===== config.mk =====
export PLATFORM = sky130hd
export DESIGN_NAME = gp_timer_bank
export DESIGN_NICKNAME = d
export VERILOG_FILES = /design/src/rtl/gpt_pkg.sv /design/src/rtl/gpt_edge.sv /design/src/rtl/gpt_core.sv /design/src/rtl/gpt_regs.sv /design/src/rtl/gp_timer_bank.sv
export SDC_FILE = /design/constraint.sdc
export NUM_CORES = 1
export LEC_CHECK = 0
export BUFFER_PORTS_ARGS = -buffer_cell sky130_fd_sc_hd__buf_2
export CORE_AREA = 2 2 249 251
export DETAILED_ROUTE_END_ITERATION = 10
export DIE_AREA = 0 0 251 253
export PLACE_DENSITY = 0.64
export SLEW_MARGIN = 20
export SYNTH_ARGS = -nofsm -noshare
export SYNTH_HDL_FRONTEND = slang
export SYNTH_SLANG_ARGS = --single-unit

===== constraint.sdc =====
create_clock -name clk -period 14 [get_ports clk]
set_input_delay 4.2 -clock clk [delete_from_list [all_inputs] [get_ports clk]]
set_output_delay 4.2 -clock clk [all_outputs]
set_load 0.01 [all_outputs]

===== src/rtl/gpt_pkg.sv =====
package gpt_pkg;

  localparam int CFG_W = 6;

  typedef enum logic [1:0] {
    GPT_IDLE = 2'd0,
    GPT_PWM  = 2'd1,
    GPT_CAP  = 2'd2,
    GPT_EVT  = 2'd3
  } gpt_mode_e;

  // bit 5 .. bit 0
  typedef struct packed {
    logic      emu_run;
    logic      cap_per_irq;
    logic      irq_en;
    logic      pol;
    gpt_mode_e mode;
  } gpt_cfg_t;

endpackage


===== src/rtl/gpt_edge.sv =====
module gpt_edge (
  input  logic clk,
  input  logic rst_n,
  input  logic pin_i,
  input  logic pol,
  output logic rise,
  output logic fall
);

  logic s1_q, s2_q, prev_q;
  logic lvl_now, lvl_prev;

  always_ff @(posedge clk or negedge rst_n) begin
    if (!rst_n) begin
      s1_q   <= 1'b0;
      s2_q   <= 1'b0;
      prev_q <= 1'b0;
    end else begin
      s1_q   <= pin_i;
      s2_q   <= s1_q;
      prev_q <= s2_q;
    end
  end

  always_comb begin
    lvl_now  = s2_q ^ pol;
    lvl_prev = prev_q ^ pol;
    rise     = lvl_now & ~lvl_prev;
    fall     = ~lvl_now & lvl_prev;
  end

endmodule


===== src/rtl/gpt_core.sv =====
module gpt_core
  import gpt_pkg::*;
#(
  parameter int CW = 32
) (
  input  logic          clk,
  input  logic          rst_n,
  input  gpt_cfg_t      cfg,
  input  logic          en,
  input  logic          halt,
  input  logic          restart,
  input  logic          rise,
  input  logic          fall,
  input  logic          cnt_we,
  input  logic          per_we,
  input  logic          wid_we,
  input  logic [CW-1:0] wdata,
  output logic [CW-1:0] cnt_q,
  output logic [CW-1:0] per_q,
  output logic [CW-1:0] wid_q,
  output logic          pin_o,
  output logic          pin_oe,
  output logic          irq_q,
  output logic          ovf_evt
);

  logic [CW-1:0] cnt_n, per_n, wid_n, cnt_inc;
  logic          armed_q, armed_n;
  logic          run, cnt_max, evt, irq_n;

  always_comb begin
    cnt_n   = cnt_q;
    per_n   = per_q;
    wid_n   = wid_q;
    armed_n = armed_q;
    evt     = 1'b0;
    ovf_evt = 1'b0;
    run     = en & (~halt | cfg.emu_run);
    cnt_inc = cnt_q + CW'(1);
    cnt_max = &cnt_q;

    unique case (cfg.mode)
      GPT_PWM: begin
        if (run) begin
          if (cnt_q == per_q) begin
            cnt_n = '0;
            evt   = 1'b1;
          end else begin
            cnt_n = cnt_inc;
          end
        end
      end
      GPT_CAP: begin
        if (run) begin
          if (armed_q) begin
            cnt_n   = cnt_inc;
            ovf_evt = cnt_max;
          end
          if (rise) begin
            if (armed_q) begin
              per_n = cnt_inc;
              evt   = cfg.cap_per_irq;
            end
            cnt_n   = '0;
            ovf_evt = 1'b0;
            armed_n = 1'b1;
          end else if (fall && armed_q) begin
            wid_n = cnt_inc;
            evt   = ~cfg.cap_per_irq;
          end
        end
      end
      GPT_EVT: begin
        if (run && rise) begin
          cnt_n   = cnt_inc;
          ovf_evt = cnt_max;
          if (cnt_inc == per_q) begin
            cnt_n = '0;
            evt   = 1'b1;
          end
        end
      end
      default: ;
    endcase

    if (restart) begin
      cnt_n   = '0;
      armed_n = 1'b0;
    end
    if (cnt_we) cnt_n = wdata;
    if (per_we) per_n = wdata;
    if (wid_we) wid_n = wdata;

    irq_n = evt & cfg.irq_en;
  end

  always_ff @(posedge clk or negedge rst_n) begin
    if (!rst_n) begin
      cnt_q   <= '0;
      per_q   <= '0;
      wid_q   <= '0;
      armed_q <= 1'b0;
      irq_q   <= 1'b0;
    end else begin
      cnt_q   <= cnt_n;
      per_q   <= per_n;
      wid_q   <= wid_n;
      armed_q <= armed_n;
      irq_q   <= irq_n;
    end
  end

  always_comb begin
    pin_oe = (cfg.mode == GPT_PWM);
    pin_o  = cfg.pol ^ (pin_oe & en & (cnt_q < wid_q));
  end

endmodule


===== src/rtl/gpt_regs.sv =====
module gpt_regs
  import gpt_pkg::*;
#(
  parameter int N  = 3,
  parameter int CW = 32,
  parameter int AW = 4
) (
  input  logic                  clk,
  input  logic                  rst_n,
  input  logic                  bus_we,
  input  logic [AW-1:0]         bus_addr,
  input  logic [CW-1:0]         bus_wdata,
  output logic [CW-1:0]         bus_rdata,
  input  logic [N-1:0][CW-1:0]  cnt,
  input  logic [N-1:0][CW-1:0]  per,
  input  logic [N-1:0][CW-1:0]  wid,
  input  logic [N-1:0]          ovf_evt,
  output gpt_cfg_t [N-1:0]      cfg_q,
  output logic [N-1:0]          en_q,
  output logic [N-1:0]          ovf_q,
  output logic [N-1:0]          restart,
  output logic [N-1:0]          cnt_we,
  output logic [N-1:0]          per_we,
  output logic [N-1:0]          wid_we
);

  localparam int IW = AW - 2;
  localparam logic [AW-1:0] CTRL_A = AW'(4 * N);

  gpt_cfg_t [N-1:0] cfg_n;
  logic [N-1:0]     en_n, ovf_n, cfg_we;
  logic             ctrl_we;

  always_comb begin
    ctrl_we = bus_we && (bus_addr == CTRL_A);
    for (int i = 0; i < N; i++) begin
      cfg_we[i]  = bus_we && (bus_addr[AW-1:2] == IW'(i)) && (bus_addr[1:0] == 2'd0);
      cnt_we[i]  = bus_we && (bus_addr[AW-1:2] == IW'(i)) && (bus_addr[1:0] == 2'd1);
      per_we[i]  = bus_we && (bus_addr[AW-1:2] == IW'(i)) && (bus_addr[1:0] == 2'd2);
      wid_we[i]  = bus_we && (bus_addr[AW-1:2] == IW'(i)) && (bus_addr[1:0] == 2'd3);
      restart[i] = ctrl_we && bus_wdata[i];
      cfg_n[i]   = cfg_we[i] ? gpt_cfg_t'(bus_wdata[CFG_W-1:0]) : cfg_q[i];
    end
    en_n  = ctrl_we ? ((en_q | bus_wdata[N-1:0]) & ~bus_wdata[8 +: N]) : en_q;
    ovf_n = (ovf_q & ~(ctrl_we ? bus_wdata[16 +: N] : {N{1'b0}})) | ovf_evt;
  end

  always_ff @(posedge clk or negedge rst_n) begin
    if (!rst_n) begin
      cfg_q <= '0;
      en_q  <= '0;
      ovf_q <= '0;
    end else begin
      cfg_q <= cfg_n;
      en_q  <= en_n;
      ovf_q <= ovf_n;
    end
  end

  always_comb begin
    bus_rdata = '0;
    if (bus_addr == CTRL_A) begin
      bus_rdata[N-1:0]   = en_q;
      bus_rdata[16 +: N] = ovf_q;
    end else begin
      for (int i = 0; i < N; i++) begin
        if (bus_addr[AW-1:2] == IW'(i)) begin
          unique case (bus_addr[1:0])
            2'd0:    bus_rdata = CW'(cfg_q[i]);
            2'd1:    bus_rdata = cnt[i];
            2'd2:    bus_rdata = per[i];
            default: bus_rdata = wid[i];
          endcase
        end
      end
    end
  end

endmodule


===== src/rtl/gp_timer_bank.sv =====
module gp_timer_bank
  import gpt_pkg::*;
#(
  parameter int N  = 3,
  parameter int CW = 32,
  parameter int AW = $clog2(4 * N + 1)
) (
  input  logic          clk,
  input  logic          rst_n,
  input  logic          emu_halt,
  input  logic          bus_we,
  input  logic [AW-1:0] bus_addr,
  input  logic [CW-1:0] bus_wdata,
  output logic [CW-1:0] bus_rdata,
  input  logic [N-1:0]  pin_i,
  output logic [N-1:0]  pin_o,
  output logic [N-1:0]  pin_oe,
  output logic [N-1:0]  irq
);

  logic [1:0]            rst_sync_q;
  logic                  rst_sync_n;
  gpt_cfg_t [N-1:0]      cfg_q;
  logic [N-1:0]          en_q, ovf_st, ovf_evt, restart, cnt_we, per_we, wid_we;
  logic [N-1:0]          rise, fall;
  logic [N-1:0][CW-1:0]  cnt_q, per_q, wid_q;

  always_ff @(posedge clk or negedge rst_n) begin
    if (!rst_n) rst_sync_q <= 2'b00;
    else        rst_sync_q <= {rst_sync_q[0], 1'b1};
  end
  assign rst_sync_n = rst_sync_q[1];

  gpt_regs #(.N(N), .CW(CW), .AW(AW)) regs_i (
    .clk       (clk),
    .rst_n     (rst_sync_n),
    .bus_we    (bus_we),
    .bus_addr  (bus_addr),
    .bus_wdata (bus_wdata),
    .bus_rdata (bus_rdata),
    .cnt       (cnt_q),
    .per       (per_q),
    .wid       (wid_q),
    .ovf_evt   (ovf_evt),
    .cfg_q     (cfg_q),
    .en_q      (en_q),
    .ovf_q     (ovf_st),
    .restart   (restart),
    .cnt_we    (cnt_we),
    .per_we    (per_we),
    .wid_we    (wid_we)
  );

  for (genvar g = 0; g < N; g++) begin : g_tmr
    gpt_edge edge_i (
      .clk   (clk),
      .rst_n (rst_sync_n),
      .pin_i (pin_i[g]),
      .pol   (cfg_q[g].pol),
      .rise  (rise[g]),
      .fall  (fall[g])
    );

    gpt_core #(.CW(CW)) core_i (
      .clk     (clk),
      .rst_n   (rst_sync_n),
      .cfg     (cfg_q[g]),
      .en      (en_q[g]),
      .halt    (emu_halt),
      .restart (restart[g]),
      .rise    (rise[g]),
      .fall    (fall[g]),
      .cnt_we  (cnt_we[g]),
      .per_we  (per_we[g]),
      .wid_we  (wid_we[g]),
      .wdata   (bus_wdata),
      .cnt_q   (cnt_q[g]),
      .per_q   (per_q[g]),
      .wid_q   (wid_q[g]),
      .pin_o   (pin_o[g]),
      .pin_oe  (pin_oe[g]),
      .irq_q   (irq[g]),
      .ovf_evt (ovf_evt[g])
    );
  end

endmodule


# --- After elaboration in Yosys (flattened, before gate mapping) ---
# Index checks and enable logic that the tools add are counted.
totals:
  n_memories: 0
  word_cells: 327
  rom_bits: 0
  ramBits: 0
  ff_bits: 329
  latchBits: 0
  inputBits: 43
classes:
  n_bitwise: 46
  addsub: 3
  mux: 122
  magnitude_cmp: 3
  n_reduce_logical: 75
  div_mod_pow: 0
  shift: 0
  mul: 0
  n_eq_ne: 36
op_table:
  columns: ["cell", "count"]
  rows:
  - ["$mux W32", 57]
  - ["$pmux W32 S3", 6]
  - ["$eq A32 B32 Y1", 6]
  - ["$add A32 B1 Y32 const B", 3]
  - ["$lt A32 B32 Y1", 3]
  - ["$reduce_and A32 Y1", 3]
  - ["$reduce_bool A2 Y1", 30]
  - ["$mux W1", 48]
  - ["$mux W13", 2]
  - ["$logic_and A1 B1 Y1", 25]
  - ["$ne A4 B1 Y1 const B", 6]
  - ["$reduce_and A4 Y1", 6]
  - ["$and A1 B1 Y1", 18]
  - ["$eq A2 B2 Y1 const B", 9]
  - ["$ne A5 B1 Y1 const B", 3]
  - ["$reduce_and A5 Y1", 3]
  - ["$reduce_bool A5 Y1", 3]
  - ["$ne A4 B2 Y1 const B", 3]
  - ["$eq A2 B1 Y1 const B", 5]
  - ["$not A1 Y1", 10]
  - ["$mux W3", 3]
  - ["$pmux W1 S3", 3]
  - ["$reduce_and A3 Y1", 3]
  - ["$xor A1 B1 Y1", 9]
  - ["8 further kinds", 18]

# --- Longest topological paths before layout ---
# Gate-level depths: netlist of the first run.
logic_depth:
  ltp_word: 9
  depth_mapped: 14
  depth_no_buf: 12

# --- By module ---
# A second synthesis of the first run with hierarchy kept.
hier_totals:
  cells_unflattened: 3426
  area_unflattened_um2: 27483.9
modules_own_cells:
  columns: ["module", "instances", "cells_per_inst", "area_each_um2"]
  rows:
  - ["gpt_core (g_tmr[2].core_i)", 1, 1101, 8210.4]
  - ["gpt_core (g_tmr[0].core_i)", 1, 972, 7648.6]
  - ["gpt_core (g_tmr[1].core_i)", 1, 951, 7527.2]
  - ["gpt_regs", 1, 378, 3717.3]
  - ["gpt_edge", 3, 7, 108.9]
  - ["gp_timer_bank", 1, 3, 53.8]

# --- Worst setup path after synthesis of the first run ---
# Ideal clock, no wire load.
synth_timing:
  kind: "input -> output"
  from: "input bus_addr[0]"
  to: "output bus_rdata[13]"
  t_required_ns: 9.800
  path_slack_ns: 3.606
  cell_stages: 8
  n_path_buf: 4
  arrival_ns: 6.194
  path_cell_list: "clkbuf_1 > clkbuf_1 > clkbuf_1 > buf_1 > mux2i_1 > nor2_1 > a21oi_1 > o32ai_1"
synth_via:
  elab_chain_cells: 6
  word_cells_on_any_way: 11
synth_rtl:
  columns: ["element", "line", "source"]
  rows:
  - ["start: declaration", "gp_timer_bank.sv:12", "input logic [AW-1:0] bus_addr,"]
  - ["$eq A2 B2 Y1, or another cell as far along", "gpt_regs.sv:68", "unique case (bus_addr[1:0])"]
  - ["$pmux W32 S3", "gpt_regs.sv:68", null]
  - ["$mux W32 (3 in series)", "gpt_regs.sv:67", "if (bus_addr[AW-1:2] == IW'(i)) begin"]
  - ["$mux W13 *", "gpt_regs.sv:62", "if (bus_addr == CTRL_A) begin"]
  - ["end: declaration", "gp_timer_bank.sv:14", "output logic [CW-1:0] bus_rdata,"]
# Every way passes the cells marked *; elsewhere a longest branch is shown, timed or not.

# --- Final worst setup path of the first run ---
layout_timing:
  from: "input bus_addr[0]"
  to: "output bus_rdata[17]"
layout_via:
  elab_chain_cells: 6
  word_cells_on_any_way: 11
layout_rtl:
  columns: ["element", "line"]
  rows:
  - ["$eq A2 B2 Y1, or another cell as far along", "gpt_regs.sv:68"]
  - ["$pmux W32 S3", "gpt_regs.sv:68"]
  - ["$mux W32 (3 in series)", "gpt_regs.sv:67"]
  - ["$mux W3 *", "gpt_regs.sv:62"]
# Marks and branches as above.

==> impl_metrics.py, run 1 <==
metrics = {
    "status": {
        "outcome": "complete, no violations",
    },
    "sta": {
        "fin_crit_sh_pct": 81.3,
        "clock.fmax_ghz": 0.0879,
        "finalHoldViolCount": 0,
        "relSlewSlack_pct": 21.2,
        "setup_viol": 0,
        "tightest_slew_ns": 1.18,
        "finalCriticalPeriod_ns": 11.38,
        "slew_viol_final": 0,
        "skew_ns": 0.0238,
        "tns_ns": 0,
        "rsz0062_at_grt": "no",
    },
    "placement": {
        "place.gp.congestion": 1.04,
        "io_buffer_count": 83,
        "dp_hpwl_mm": 79.0,
    },
    "pwr": {
        "internal_power_mw": 2.86,
        "power_frac_seq_pct": 36.6,
        "powerDensity_nw_per_um2": 196,
        "sw_frac_of_total_pct": 47.9,
        "peakVddDrop_v": 0.000128,
        "power_frac_comb_pct": 43.4,
        "p_switching_mw": 2.63,
        "total_power_mw": 5.49,
        "clockPowerShare_pct": 20.0,
        "leakagePower_nw": 11.2,
    },
    "layout": {
        "layout_common_cells": "nand2_1, o21ai_0, dfrtp_1, a21oi_1, nor2_1",
        "fillers": 6110,
        "final_common_cell": "nand2_1",
        "fin_nets": 3329,
        "syn_to_final_growth_pct": 7.58,
        "utilization_pct": 45.8,
        "diodes": 0,
        "drive_gt1_share_pct": 9.20,
    },
    "detailed_routing": {
        "wl_per_cell_um": 27.3,
        "drc": 0,
        "avgViaCountPerCell": 6.37,
        "postRouteAntennaNets": 0,
        "vias": 25500,
        "drt-total-wl_mm": 109,
        "drt_pass1_iterations": 7,
        "drt-initial-drc-count": 3020,
    },
    "logic_synthesis": {
        "synth-seq-cells": 329,
        "ys_types": 77,
        "yosys_warnings": 0,
        "yosys.area.top_type": "dfrtp_1",
        "synth_flop_cell": "dfrtp_1",
        "synth_top_area_share_pct": 31.7,
        "synth_edf_count": 0,
        "async_flop_share_pct": 100,
        "syn_inst": 3319,
        "synth_fp_nets": 3470,
        "avgSynthCellArea_sq_um": 7.83,
        "synth_area_sq_um": 26000,
        "seq_area_frac_synth_pct": 31.7,
        "ys_top_cells_by_area": "dfrtp_1, o21ai_0, a21oi_1, nand2_1, ha_1",
    },
    "cts": {
        "clk_latency_ns": 0.60,
        "cts_tree": "built",
        "clk_path_buf_depth": 3,
        "path_clk_slew_ns": 0.06,
        "cts-root-buf": "clkbuf_16",
        "cts_setup_buffers": 0,
        "cts_hold_buf": 0,
        "htreeDepth": 2,
        "cts_buffers": 41,
        "ctsResizeCount": 0,
        "clock-sinks": 329,
    },
    "die": {
        "die_w_um": 251,
        "rows": 91,
        "die-area_sq_um": 63500,
        "io_pins": 84,
        "coreArea_sq_um": 61000,
        "initial_utilization_pct": 42.6,
        "dieHeight_um": 253,
    },
    "critical_path": {
        "endpoint": "bus_rdata[17]",
        "rrSetupSlack_ns": 8.33,
        "startpoint": "bus_addr[0]",
        "cp.depth": 7,
        "cp-end-kind": "output port",
        "cp_num_buf_inv": 3,
        "path_cells": "buf_4 > buf_4 > nor2_1 > and3_1 > a21oi_1 > o221ai_1 > buf_2",
        "slowest_stage": "buf_4",
        "worst-path-max-fanout": 75,
        "cp_top_family": "buffers and inverters",
        "reg2reg_from": "g_tmr[2].core_i.cnt_q[0]",
        "cp.arrival_ns": 7.18,
        "r2r_end": "g_tmr[2].core_i.cnt_q[8]",
        "reg2regPathDepth": 12,
        "path_common_cell": "buf_4",
        "worstPathRequired_ns": 9.80,
        "cp-start-kind": "input port",
        "cp_slowest_stage_delay_ns": 0.95,
        "critical_path_class": "input port to output port",
    },
    "global_route": {
        "grt_max_degree": 149,
        "grt_usage_pct": 34.0,
        "grt_pass1_wl_mm": 160,
        "antenna_found_initial": 4,
        "grt_pass1_vias": 23300,
        "grt_overflow": 0,
    },
    "job": {
        "maxCapViolCount": 0,
    },
    "min_path": {
        "hold_class": "flip-flop to asynchronous set/reset pin",
    },
}
==> stage by stage <==
step	setup slack, ns	hold WS (ns)	cells	area, sq um
final	2.62	0.349	3996	28000
after global routing	2.49	0.355	3996	28000
after CTS	2.78	0.352	3996	28000
after detailed placement	2.77	0.336	3925	26600
after global placement	2.86	0.335	3925	26600
after floorplan	3.61	0.331	3319	26000
==> power by group through the flow <==
stage / Clock [mW] / Sequential [mW] / Combinational, mW
after CTS: 1.11 / 1.96 / 2.33
after global routing: 1.15 / 2.02 / 2.62
after global placement: 0 / 1.99 / 2.29
after floorplan: 0 / 1.48 / 1.94
after detailed placement: 0 / 1.98 / 2.32
final: 1.10 / 2.01 / 2.38
==> worst register-to-register path, cell delays in order (launching register included) <==
cell	delay, ns
dfrtp_1	0.59
ha_1	0.38
and3_1	0.43
nand3_1	0.28
nor4_1	0.90
nand4_1	0.40
xnor2_1	0.23
nor4b_1	0.43
a31oi_1	0.16
o21ai_2	0.74
buf_4	0.41
nor2_1	0.21
a221o_1	0.41
==> final cells by class <==
cell class | instances | area (sq um) | area share [%]
multi-input cells | 2546 | 16100 | 57.7
clock inverters | 12 | 123 | 0.439
well taps | 790 | 988 | 3.54
repair buffers | 127 | 761 | 2.72
inverters | 133 | 499 | 1.79
flip-flops and latches | 329 | 8240 | 29.5
clock buffers | 59 | 1230 | 4.39
==> cells in the mapped netlist (all sizes together) (27+ instances only) <==
master and instances:
buf 57, a21o 30, a21oi 321, nor2 273
o21ai 364, xor2 114, nor4 34, xnor2 117
a22oi 32, mux2i 67, nand2 389, dfrtp 329
mux2 61, nand3 79, nand4 72, inv 133
and3 27, a221oi 47, nor3 55, o21a 28
a221o 28, clkbuf 254, ha 108
==> registers in the layout (all words and copies together), names as in the netlist <==
| register | count |
|---|---|
| g_tmr.core_i.irq_q | 3 |
| g_tmr.edge_i.prev_q | 3 |
| g_tmr.edge_i.s2_q | 3 |
| g_tmr.core_i.armed_q | 3 |
| g_tmr.core_i.per_q | 96 |
| g_tmr.core_i.cnt_q | 96 |
| g_tmr.core_i.wid_q | 96 |
| rst_sync_q | 2 |
| regs_i.ovf_q | 3 |
| regs_i.cfg_q | 18 |
| g_tmr.edge_i.s1_q | 3 |
| regs_i.en_q | 3 |
==> kinds of logic after synthesis <==
group	count (synthesis)	share of synthesized area (%)
AOI/OAI and AO/OA	991	23.1
and+or+nand+nor	1076	19.4
muxes	137	6.00
adders and majority gates	108	5.20
other	1	0.0144
DFF	329	31.7
xor gates and xnor gates	233	7.96
buffers and inverters	444	6.67
==> layer usage <==
layer  track usage, %  vias up  wire length [um]
met1             45.2    12200             43600
met5                0        -                26
met3             7.45      317             11500
li1                 -    11500                 -
met4             19.6        4              7380
met2             50.9     1451             46500
==> worst min path at each step <==
| stage | end | start | cells after the start |
|---|---|---|---|
| after floorplan | g_tmr[0].edge_i.s2_q | g_tmr[0].edge_i.s1_q | 0 |
| after global placement | rst_sync_q[1] | rst_sync_q[0] | 0 |
| after detailed placement | g_tmr[1].edge_i.s2_q | g_tmr[1].edge_i.s1_q | 0 |
| after CTS | g_tmr[1].edge_i.s2_q | g_tmr[1].edge_i.s1_q | 0 |
| after global routing | g_tmr[1].edge_i.s2_q | g_tmr[1].edge_i.s1_q | 0 |
| final | g_tmr[1].core_i.per_q[10] | rst_sync_q[1] | 0 |
(Power assumes the default switching activity.)
==> run 2: changes to the inputs <==
- clock period: 14 -> 11.5 ns (I/O delays scaled with it)
==> run 2 against run 1 <==
Effect of this change: combinational power increased by 24%; largest cell class unchanged; critical path type unchanged; core utilization increased by 0.14 points; non-clock buffer count increased by 1; clock skew about the same; global-route usage increased by 1.1 points; largest power group unchanged.
==> impl_metrics.py, run 2 (synthesis results as in run 1) <==
metrics = {
    "detailed_routing": {
        "vias": 25600,
        "wl_per_cell_um": 27.9,
        "avgViaCountPerCell": 6.40,
        "drt-initial-drc-count": 3487,
        "drt_pass1_iterations": 6,
        "postRouteAntennaNets": 0,
        "drt-total-wl_mm": 112,
        "drc": 0,
    },
    "die": {
        "dieHeight_um": 253,
        "initial_utilization_pct": 42.6,
        "die_w_um": 251,
        "die-area_sq_um": 63500,
        "io_pins": 84,
        "rows": 91,
        "coreArea_sq_um": 61000,
    },
    "layout": {
        "utilization_pct": 46.0,
        "top_regs": "g_tmr.core_i.cnt_q x96, g_tmr.core_i.per_q x96, g_tmr.core_i.wid_q x96",
        "fillers": 6170,
        "design_area_sq_um": 28000,
        "fin_nets": 3331,
        "diodes": 0,
        "drive_gt1_share_pct": 9.34,
        "syn_to_final_growth_pct": 7.91,
        "final_common_cell": "nand2_1",
        "layout_common_cells": "nand2_1, o21ai_0, dfrtp_1, a21oi_1, nor2_1",
        "final-instance-count-excl-fill": 4001,
    },
    "job": {
        "maxCapViolCount": 0,
    },
    "sta": {
        "skew_ns": 0.0239,
        "clock.fmax_ghz": 0.105,
        "tns_ns": 0,
        "setup_slack_ns": 2.01,
        "finalHoldViolCount": 0,
        "rsz0062_at_grt": "no",
        "relSlewSlack_pct": 11.2,
        "fin_crit_sh_pct": 82.5,
        "setup_viol": 0,
        "finalCriticalPeriod_ns": 9.49,
        "tightest_slew_ns": 1.32,
        "slew_viol_final": 0,
    },
    "placement": {
        "placed_cells": 3926,
        "io_buffer_count": 83,
        "dpl_worst_slack_ns": 2.14,
        "place_area_sq_um": 26600,
        "dp_hpwl_mm": 81.8,
        "place.gp.congestion": 1.04,
    },
    "global_route": {
        "grt_pass1_vias": 23900,
        "grt_usage_pct": 35.0,
        "antenna_found_initial": 4,
        "grt_max_degree": 73,
        "grt_overflow": 0,
        "grt_pass1_wl_mm": 165,
    },
    "pwr": {
        "powerDensity_nw_per_um2": 242,
        "peakVddDrop_v": 0.000168,
        "leakagePower_nw": 11.2,
    },
    "cts": {
        "clk_path_buf_depth": 3,
        "cts_hold_buf": 0,
        "htreeDepth": 2,
        "path_clk_slew_ns": 0.06,
        "cts_setup_buffers": 0,
        "ctsResizeCount": 0,
        "cts_tree": "built",
        "cts_buffers": 42,
        "clock-sinks": 329,
        "clk_latency_ns": 0.61,
        "cts-root-buf": "clkbuf_16",
    },
    "min_path": {
        "hold_class": "flip-flop to flip-flop",
    },
    "critical_path": {
        "worstPathRequired_ns": 8.05,
        "cp-start-kind": "input port",
        "cp.arrival_ns": 6.04,
        "worst-path-max-fanout": 33,
        "critical_path_class": "input port to output port",
        "cp-end-kind": "output port",
    },
    "status": {
        "outcome": "complete, no violations",
    },
}
-- run 2: changes by cell type in the layout (fill, tap and decap cells not counted), sizes merged --
cell      previous run  this run
bufinv               2         3
buf                127       128
clkbuf              59        60
clkinvlp             2         4
-- run 2: critical path, stage by stage --
cell and delay (ns):
buf_4 0.44, nor2b_4 0.54, buf_4 0.44, a221oi_1 0.16
o32ai_1 0.68, buf_2 0.26
-- run 2: final cells by class --
class	instances	area [sq um]	share of cell area, %
clock buffers	60	1260	4.50
clock inverters	15	171	0.611
inverters	133	499	1.78
multi-input cells	2546	16100	57.5
flip-flops and latches	329	8240	29.4
well taps	790	988	3.52
repair buffers	128	756	2.69
-- run 2: stage by stage --
stage,total power [mW],hold slack (ns)
final,6.80,0.350
after global routing,7.15,0.355
after CTS,6.68,0.351
after detailed placement,5.27,0.340
after global placement,5.25,0.332
after floorplan,4.17,0.331
-- run 2: worst paths after layout --
check | from | end | slack (ns) | cells after the start
max in group asynchronous | rst_sync_q[1] | g_tmr[0].core_i.per_q[27] | 8.59 | 2
max reg2reg | g_tmr[1].core_i.cnt_q[0] | g_tmr[1].core_i.cnt_q[11] | 5.38 | 12
min in group asynchronous | rst_sync_q[1] | g_tmr[1].core_i.per_q[10] | 0.45 | 0
max | bus_addr[0] | bus_rdata[30] | 2.01 | 6
min | rst_sync_q[0] | rst_sync_q[1] | 0.35 | 0
min reg2reg | rst_sync_q[0] | rst_sync_q[1] | 0.35 | 0
-- run 2: where the power goes --
part | leakage [nW] | internal, mW | switching, mW
Combinational | 6.62 | 1.19 | 1.76
Clock | 0.696 | 0.831 | 0.573
Sequential | 3.90 | 1.51 | 0.929
-- run 2: routing by layer --
metal  GRT usage [%]  up-vias  part of all wire [%]
met5               0        -                 0.027
met1            45.8    12400                    39
met3            6.30      311                   9.5
li1                -    11500                     -
met4            21.3        4                   6.9
met2            54.0     1417                    44
